$ cat src/rtl/udma_wr_pkg.sv
package udma_wr_pkg;
  typedef enum logic [2:0] {
    ST_IDLE,
    ST_REQ,
    ST_ACK,
    ST_RDYW,
    ST_LOCK,
    ST_XFER
  } udma_st_e;

  localparam int unsigned HOST_W = 3;
  localparam int unsigned H_DMACK = 2;
  localparam int unsigned H_STOP = 1;
  localparam int unsigned H_STRB = 0;
endpackage

$ cat src/rtl/udma_sync.sv
module udma_sync #(
  parameter int unsigned W = 3,
  parameter logic [W-1:0] RST_VAL = '0
) (
  input  logic         clk_i,
  input  logic         rst_ni,
  input  logic [W-1:0] async_i,
  output logic [W-1:0] sync_o
);
  for (genvar b = 0; b < W; b++) begin : g_bit
    logic s1_q, s2_q;
    always_ff @(posedge clk_i or negedge rst_ni) begin
      if (!rst_ni) begin
        s1_q <= RST_VAL[b];
        s2_q <= RST_VAL[b];
      end else begin
        s1_q <= async_i[b];
        s2_q <= s1_q;
      end
    end
    assign sync_o[b] = s2_q;
  end
endmodule

$ cat src/rtl/udma_tmr.sv
module udma_tmr #(
  parameter int unsigned CW = 8
) (
  input  logic          clk_i,
  input  logic          rst_ni,
  input  logic          clr_i,
  input  logic          load_i,
  input  logic [CW-1:0] val_i,
  output logic          fire_o
);
  logic          armed_q;
  logic [CW-1:0] cnt_q;

  always_ff @(posedge clk_i or negedge rst_ni) begin
    if (!rst_ni) begin
      armed_q <= 1'b0;
      cnt_q   <= '0;
    end else if (clr_i) begin
      armed_q <= 1'b0;
      cnt_q   <= '0;
    end else if (load_i) begin
      armed_q <= 1'b1;
      cnt_q   <= val_i;
    end else if (armed_q) begin
      if (cnt_q == '0) armed_q <= 1'b0;
      else             cnt_q   <= cnt_q - 1'b1;
    end
  end

  assign fire_o = armed_q && (cnt_q == '0);
endmodule

$ cat src/rtl/udma_capture.sv
module udma_capture #(
  parameter int unsigned DW = 16
) (
  input  logic          clk_i,
  input  logic          rst_ni,
  input  logic          cap_i,
  input  logic [DW-1:0] data_i,
  output logic [DW-1:0] word_o,
  output logic          vld_o
);
  always_ff @(posedge clk_i or negedge rst_ni) begin
    if (!rst_ni) begin
      word_o <= '0;
      vld_o  <= 1'b0;
    end else begin
      vld_o <= cap_i;
      if (cap_i) word_o <= data_i;
    end
  end
endmodule

$ cat src/rtl/udma_wr_responder.sv
module udma_wr_responder
  import udma_wr_pkg::*;
#(
  parameter int unsigned DW = 16,
  parameter int unsigned CW = 8
) (
  input  logic          clk_i,
  input  logic          rst_ni,
  input  logic          start_i,
  input  logic          pause_i,
  input  logic [CW-1:0] zio_dly_i,
  input  logic [CW-1:0] rdy_dly_i,
  input  logic          dmack_i,
  input  logic          stop_i,
  input  logic          hstrobe_i,
  input  logic [DW-1:0] data_i,
  output logic          dmarq_o,
  output logic          ddmardy_o,
  output logic          ddmardy_oe_o,
  output logic [DW-1:0] word_o,
  output logic          word_vld_o,
  output logic          burst_active_o
);
  localparam logic [HOST_W-1:0] HOST_RST = HOST_W'(3'b011);

  udma_st_e          st_q;
  logic [HOST_W-1:0] host_s;
  logic              dmack_s, stop_s, strb_s, strb_q;
  logic              strb_fall, lock_st, cap_en;
  logic              zio_fire, rdy_fire, zio_load, rdy_load, tmr_clr;

  udma_sync #(.W(HOST_W), .RST_VAL(HOST_RST)) u_sync (
    .clk_i   (clk_i),
    .rst_ni  (rst_ni),
    .async_i ({dmack_i, stop_i, hstrobe_i}),
    .sync_o  (host_s)
  );

  assign dmack_s = host_s[H_DMACK];
  assign stop_s  = host_s[H_STOP];
  assign strb_s  = host_s[H_STRB];

  always_ff @(posedge clk_i or negedge rst_ni) begin
    if (!rst_ni) strb_q <= 1'b1;
    else         strb_q <= strb_s;
  end

  assign strb_fall = strb_q && !strb_s;
  assign lock_st   = (st_q == ST_LOCK);
  assign cap_en    = lock_st && dmack_s && strb_fall;
  assign zio_load  = (st_q == ST_REQ) && dmack_s;
  assign rdy_load  = (st_q == ST_ACK) && dmack_s && !stop_s;
  assign tmr_clr   = !dmack_s;

  udma_tmr #(.CW(CW)) u_zio_tmr (
    .clk_i  (clk_i),
    .rst_ni (rst_ni),
    .clr_i  (tmr_clr),
    .load_i (zio_load),
    .val_i  (zio_dly_i),
    .fire_o (zio_fire)
  );

  udma_tmr #(.CW(CW)) u_rdy_tmr (
    .clk_i  (clk_i),
    .rst_ni (rst_ni),
    .clr_i  (tmr_clr),
    .load_i (rdy_load),
    .val_i  (rdy_dly_i),
    .fire_o (rdy_fire)
  );

  udma_capture #(.DW(DW)) u_cap (
    .clk_i  (clk_i),
    .rst_ni (rst_ni),
    .cap_i  (cap_en),
    .data_i (data_i),
    .word_o (word_o),
    .vld_o  (word_vld_o)
  );

  always_ff @(posedge clk_i or negedge rst_ni) begin
    if (!rst_ni) begin
      st_q           <= ST_IDLE;
      dmarq_o        <= 1'b0;
      ddmardy_o      <= 1'b0;
      ddmardy_oe_o   <= 1'b0;
      burst_active_o <= 1'b0;
    end else begin
      unique case (st_q)
        ST_IDLE: begin
          if (start_i) begin
            dmarq_o <= 1'b1;
            st_q    <= ST_REQ;
          end
        end
        ST_REQ: begin
          if (dmack_s) begin
            burst_active_o <= 1'b1;
            st_q           <= ST_ACK;
          end
        end
        default: begin
          if (!dmack_s) begin
            // burst end: release every line at once
            dmarq_o        <= 1'b0;
            ddmardy_o      <= 1'b0;
            ddmardy_oe_o   <= 1'b0;
            burst_active_o <= 1'b0;
            st_q           <= ST_IDLE;
          end else begin
            if (zio_fire) ddmardy_oe_o <= 1'b1;
            unique case (st_q)
              ST_ACK:  if (!stop_s) st_q <= ST_RDYW;
              ST_RDYW: begin
                if (rdy_fire) begin
                  ddmardy_o    <= 1'b1;
                  ddmardy_oe_o <= 1'b1;
                  st_q         <= ST_LOCK;
                end
              end
              ST_LOCK: if (strb_fall) st_q <= ST_XFER;
              ST_XFER: ddmardy_o <= !pause_i;
              default: st_q <= ST_IDLE;
            endcase
          end
        end
      endcase
    end
  end
endmodule

$ cat config.mk
export PLATFORM = sky130hd
export DESIGN_NAME = udma_wr_responder
export DESIGN_NICKNAME = d
export VERILOG_FILES = /design/src/rtl/udma_wr_pkg.sv /design/src/rtl/udma_sync.sv /design/src/rtl/udma_tmr.sv /design/src/rtl/udma_capture.sv /design/src/rtl/udma_wr_responder.sv
export SDC_FILE = /design/constraint.sdc
export NUM_CORES = 1
export LEC_CHECK = 0
export ABC_AREA = 1
export BUFFER_PORTS_ARGS = -buffer_cell sky130_fd_sc_hd__buf_2
export CORE_MARGIN = 1.5
export CORE_UTILIZATION = 45
export CTS_BUF_LIST = sky130_fd_sc_hd__clkbuf_4
export CTS_CLUSTER_DIAMETER = 120
export CTS_CLUSTER_SIZE = 24
export DETAILED_ROUTE_END_ITERATION = 10
export GPL_TIMING_DRIVEN = 0
export PLACE_DENSITY = 0.71
export SYNTH_ARGS = -nofsm -noshare
export SYNTH_HDL_FRONTEND = slang
export SYNTH_HIERARCHICAL = 1
export SYNTH_SLANG_ARGS = --single-unit
$ cat constraint.sdc
create_clock -name clk_i -period 1.6 [get_ports clk_i]
set_clock_uncertainty 0.05 [all_clocks]
set_input_delay 0 -clock clk_i [delete_from_list [all_inputs] [get_ports clk_i]]
set_output_delay 0 -clock clk_i [all_outputs]
set_load 0.01 [all_outputs]
## Word level (Yosys, flattened, before mapping)

Index checks and enable logic that the tools add are counted.

| word-level totals | value |
|---|---|
| output and inout port bits | 21 |
| bits of input ports | 39 |
| logic and storage cells | 99 |
| flip-flop bits (word level) | 49 |

| cells by class | value |
|---|---|
| multiplexer cells | 36 |
| reductions and logical operators | 21 |
| bitwise logic cells | 3 |
| $add $sub $neg | 2 |
| equal/unequal tests | 19 |

Operators with widths:

| operator | number |
|---|---|
| $mux 8 | 8 |
| $mux 3 | 6 |
| $mux 1 | 17 |
| $logic_not 8->1 | 2 |
| $sub 8x1->8 const B | 2 |
| $ne 5x5->1 const B | 3 |
| $pmux 3 s4 | 1 |
| $ne 3x3->1 const B | 3 |
| $reduce_and 3->1 | 3 |
| $logic_and 1x1->1 | 8 |
| $eq 3x2->1 const B | 2 |
| $eq 3x3->1 const B | 2 |
| $ne 2x2->1 const B | 3 |
| $ne 3x2->1 const B | 2 |
| $pmux 1 s2 | 3 |
| $pmux 3 s2 | 1 |
| $reduce_and 6->1 | 1 |
| $ne 4x4->1 const B | 1 |
| $reduce_and 2->1 | 2 |
| $eq 3x1->1 const B | 1 |
| $logic_not 1->1 | 3 |
| $logic_not 3->1 | 1 |
| $ne 3x1->1 const B | 1 |
| $not 1->1 | 3 |
| 2 further kinds | 2 |

## Longest topological paths before layout

| depth | value |
|---|---|
| word-level depth | 6 |
| depth in mapped cells | 12 |

## Cells and area by module

The synthesis kept the hierarchy.

By module, submodules not included:

| module | seq. area each (um2) | times used | area an instance (um2) | cells an instance |
|---|---|---|---|---|
| udma_tmr | 225.2 | 2 | 670.6 | 91 |
| udma_capture | 425.4 | 1 | 669.4 | 69 |
| udma_wr_responder | 201.4 | 1 | 519.2 | 81 |
| udma_sync | 155.1 | 1 | 177.7 | 9 |

## Least setup slack after synthesis

Ideal clock, no wire load.

| timing path | value |
|---|---|
| path type | flip-flop to flip-flop |
| start | reg st_q[1] |
| end | reg u_zio_tmr.cnt_q[0] |
| cell stages (with the launch flop) | 8 |
| required time | 1.419 ns |
| arrival time | 1.523 ns |
| buffers on the path | 1 |
| period minus slack after synthesis | 1.704 ns |
| library setup time | 0.131 ns |
| slack | -0.104 ns |
| cell sequence | dfrtp_1 > nor2_2 > nand2_1 > nor2_1 > inv_1 > buf_2 > o21ai_0 > o22ai_2 |

| on the way | value |
|---|---|
| cells in the longest elaborated chain, start to end | 4 |
| elaborated cells between the ends (all ways) | 7 |
| classes of those cells | eq/ne (3); mux (2); reduce/logical (2) |

Ends and longest elaborated chain:

| item | RTL line | source |
|---|---|---|
| start: declaration | udma_wr_responder.sv:26 | `udma_st_e st_q;` |
| start signal: assignment | udma_wr_responder.sv:84 | `st_q <= ST_IDLE;` |
| start signal: assignment | udma_wr_responder.sv:94 | `st_q <= ST_REQ;` |
| start signal: assignment | udma_wr_responder.sv:100 | `st_q <= ST_ACK;` |
| $eq 3x1->1 (*) | udma_wr_responder.sv:51 | `assign zio_load = (st_q == ST_REQ) && dmack_s;` |
| $logic_and 1x1->1 (*) | udma_wr_responder.sv:51 |  |
| named net zio_load | udma_wr_responder.sv:30 | `logic zio_fire, rdy_fire, zio_load, rdy_load, tmr_clr;` |
| $ne 3x1->1 (no source line) (tied with other cells) | n/a |  |
| $reduce_and 2->1 (no source line) or $mux 8 (tied branches) | n/a |  |
| end signal: assignment | udma_tmr.sv:23 | `cnt_q <= val_i;` |
| end signal: assignment | udma_tmr.sv:26 | `else cnt_q <= cnt_q - 1'b1;` |
| end: declaration | udma_tmr.sv:12 | `logic [CW-1:0] cnt_q;` |

Mark *: on every way through the listed nets, which the timed path passes. The rest lies on a longest branch.
A chain may end at the register's enable or synchronous reset.

## Worst setup path after layout

| timing path | value |
|---|---|
| start | reg st_q[2] |
| end | reg u_rdy_tmr.cnt_q[6] |

| on the way | value |
|---|---|
| cells in the longest elaborated chain, start to end | 5 |
| elaborated cells between the ends (all ways) | 8 |
| classes of those cells | eq/ne (3); mux (2); reduce/logical (3) |

Ends and longest elaborated chain:

| item | RTL line | source |
|---|---|---|
| $eq 3x2->1 (*) | udma_wr_responder.sv:52 | `assign rdy_load = (st_q == ST_ACK) && dmack_s && !stop_s;` |
| $logic_and 1x1->1 (*) (2 in a row) | udma_wr_responder.sv:52 |  |
| named net rdy_load | udma_wr_responder.sv:30 |  |
| $ne 3x2->1 (no source line) (tied with other cells) | n/a |  |
| $reduce_and 2->1 (no source line) or $mux 8 (tied branches) | n/a |  |
| end signal: assignment | udma_tmr.sv:23 |  |
| end signal: assignment | udma_tmr.sv:26 |  |
| end: declaration | udma_tmr.sv:12 |  |

Marked as above.

==> summary.md <==
| Metric | Value |
|---|---|
| Leakage | 2.003 nW |
| Most common library cells after synthesis | nand2_1 (118), dfrtp_1 (44), nor2_1 (33), nand3_1 (26), inv_1 (21) |
| Final WL | 6962 um |
| Startpoint Class | flip-flop |
| Worst Path Max Fanout | 10 |
| Cts bufs inserted | 5 |
| Max-Cap Viols | 0 |
| Status | complete, no violations |
| Synth Flop Type | dfrtp_1 |
| Final ANT Viol Nets | 0 |
| Count leader, synth | nand2_1 |
| Ant diodes | 0 |
| Starting density of the core | 0.4628 |
| Core area | 0.005851 mm^2 |
| Via-to-Cell Ratio | 4.895 |
| Post-DP HPWL | 4124 um |
| Net count after synthesis | 384 |
| Setup TNS | 0 ns |
| RSZ-0062 raised after global routing | true |
| Critical path class | reg2reg |
| Flops & latches, synth | 49 |
| Top cells by area, synth | dfrtp_1 (41%), nand2_1 (16%), dfstp_2 (4.9%) |
| Fmax | 625.3 MHz |
| Port Buffers | 59 |
| Critical Path Sink Type | flip-flop |
| Die area | 0.006492 mm^2 |
| Power per cell area | 1618 mW/mm^2 |
| Post-synth design cell area | 0.002708 mm^2 |
| DRC | 0 |
| CTS sink cnt | 49 |
| First-pass GRT wire length | 10750 um |
| Pins over their slew limit | 0 |
| Global route overflow | 0 |
| Post-Syn Instances | 341 |
| Slew HR | 0.2638 |
| Clk_lat worst skew | 0.37 ns |
| # nets final | 517 |
| Share of post-route cells with drive strength above 1 | 0.3958 |
| Post-synth top area share | 0.4067 |
| GRT Total Usage | 0.2153 |
| Slew @ Worst Pin | 1.104 ns |
| Drt pass-1 iters | 4 |
| CTS H-Tree Depth | 2 |
| Register area share after synthesis | 0.4552 |
| Number of global-route vias before repair | 2431 |
| Avg Cell Area, Syn | 7.940 um^2 |
| Max clock buf depth | 2 |
| PnR Total Power | 0.006401 W |
| Fin crit period | 1.599 ns |
| Worst path required time | 1.82 ns |
| Final Setup Violations | 0 |
| CTS root buffer | clkbuf_4 |
| Initial antenna violation count | 0 |
| Post-synth cell types | 32 |
| Via count | 2692 |
| Largest net degree at the start of global routing | 50 |
| Final Cycle Share | 0.9996 |
| CTS tree | built |
| Std cell rows | 28 |
| DR WL/cell | 12.66 um |
| Hold crit path type | in2reg |
| EDFF count, synth | 0 |
| Reg clk slew, reported paths | 0.16 ns |
| Die Wd | 80.57 um |
| Yosys top cell by area | dfrtp_1 |
| Endpoints failing hold | 0 |
| Ys Warns | 6 |
| Async SR Flop Fraction | 1.000 |
| Peak supply drop | 0.7230 mV |
| GPL Wtd Cong | 0.8866 |
| Die Y | 80.57 um |
| Syn-to-layout area delta | 46.16% |
| Worst path arrival time | 1.82 ns |
| Io pins | 60 |
| Starting DRT DRC Count | 123 |
==> state kept, by name (all words and copies together) (netlist names) <==
register,cells
u_sync/g_bit.s1_q,3
burst_active_o,1
ddmardy_o,1
u_rdy_tmr/cnt_q,8
u_cap/word_o,16
st_q,3
u_zio_tmr/cnt_q,8
u_rdy_tmr/armed_q,1
dmarq_o,1
u_sync/g_bit.s2_q,3
strb_q,1
ddmardy_oe_o,1
u_cap/vld_o,1
u_zio_tmr/armed_q,1
==> layout make-up <==
type,instances,area (um^2)
Clock inverter,3,46.29
Inverter,30,122.6
Timing Repair Buffer,127,908.4
Buffer,9,102.6
Tap cell,75,93.84
Clock buffer,5,37.54
Fill cell,456,1893
Multi-Input combinational cell,252,1406
Sequential cell,49,1240
==> routing by layer <==
metal  part of all wire  track usage
met1               0.42       0.2635
met2               0.52       0.3773
met3              0.038      0.03409
met4              0.021      0.08276
met5                  0            0
==> where the power goes <==
| part | internal [W] | switching, W |
|---|---|---|
| Clock | 0.000331 | 0.000420 |
| Combinational | 0.00161 | 0.00205 |
| Sequential | 0.00165 | 0.000341 |
==> worst max-delay path, cell delays in order (launching register included) <==
cell and delay [ns]:
dfrtp_2 0.48, buf_6 0.14, nor2_4 0.11, nand2_2 0.09, nor2_4 0.16, inv_2 0.08, buf_6 0.15, nand3_2 0.07
nand2_1 0.05, nand3_1 0.08, nand2_1 0.07
==> through the flow <==
stage / cells / instance area [um^2] / utilization / hold WS, ns / setup WS (ns)
final: 550 / 3958 / 0.6764 / 0.2195 / 0.0007117
after CTS: 536 / 3749 / 0.6407 / 0.1966 / -0.004028
after global placement: 475 / 3107 / 0.5310 / 0.05669 / -0.2454
after global routing: 550 / 3958 / 0.6764 / 0.1787 / -0.05416
after floorplan: 341 / 2718 / - / -0.3456 / 0.003274
after detailed placement: 475 / 3107 / 0.5310 / 0.05648 / -0.2954
==> repair_timing <==
| action | in CTS | in global routing |
|---|---|---|
| buffers inserted | 16 | 14 |
| pin swaps | 6 | 15 |
| setup endpoints to repair | 38 | 32 |
| gates resized for setup | 26 | 35 |
| endpoints found under the hold margin | 81 | 0 |
| hold buffers | 38 | 0 |
==> cell families after synthesis <==
group | after synthesis | share of synthesized area
compound gates | 29 | 0.07209
xor+xnor | 4 | 0.01294
fa+ha+maj | 4 | 0.01849
buf+inv | 40 | 0.07579
flops | 49 | 0.4552
mux | 2 | 0.007394
simple gates | 213 | 0.3581
==> cell usage in the layout, fill, tap and decap left out, types with 2 or more instances in the layout <==
| cell type | count |
|---|---|
| nor2_2 | 7 |
| buf_6 | 8 |
| o21ai_1 | 6 |
| nand3_2 | 2 |
| clkbuf_4 | 5 |
| nand2_4 | 8 |
| or2_2 | 2 |
| dfstp_2 | 5 |
| a21oi_1 | 3 |
| nor2_1 | 23 |
| mux2i_1 | 2 |
| nand4_1 | 5 |
| ha_1 | 3 |
| nand2_2 | 16 |
| nand2_1 | 111 |
| dfrtp_1 | 38 |
| inv_6 | 2 |
| xor2_1 | 2 |
| inv_1 | 16 |
| buf_4 | 30 |
| o22ai_2 | 5 |
| buf_2 | 59 |
| o21bai_1 | 3 |
| o21ai_0 | 7 |
| dfrtp_2 | 6 |
| nand3_1 | 24 |
| o21ai_2 | 3 |
| dlygate4sd3_1 | 38 |
| inv_2 | 11 |
| nor2_4 | 11 |
| xnor2_1 | 2 |
| or2_4 | 2 |
==> worst paths after layout <==
check / startpoint / to / slack, ns / depth (start not counted)
max reg2reg: st_q[2] / u_rdy_tmr/cnt_q[6] / 0.0007 / 10
min in group asynchronous: rst_ni / ddmardy_oe_o / 0.31 / 2
min reg2reg: u_sync/g_bit[1].s1_q / u_sync/g_bit[1].s2_q / 0.31 / 0
max in group asynchronous: rst_ni / u_rdy_tmr/cnt_q[2] / 0.44 / 2
max: st_q[2] / u_rdy_tmr/cnt_q[6] / 0.0007 / 10
min: dmack_i / u_sync/g_bit[2].s1_q / 0.22 / 2
No activity file was read; power rests on OpenSTA's default activity.
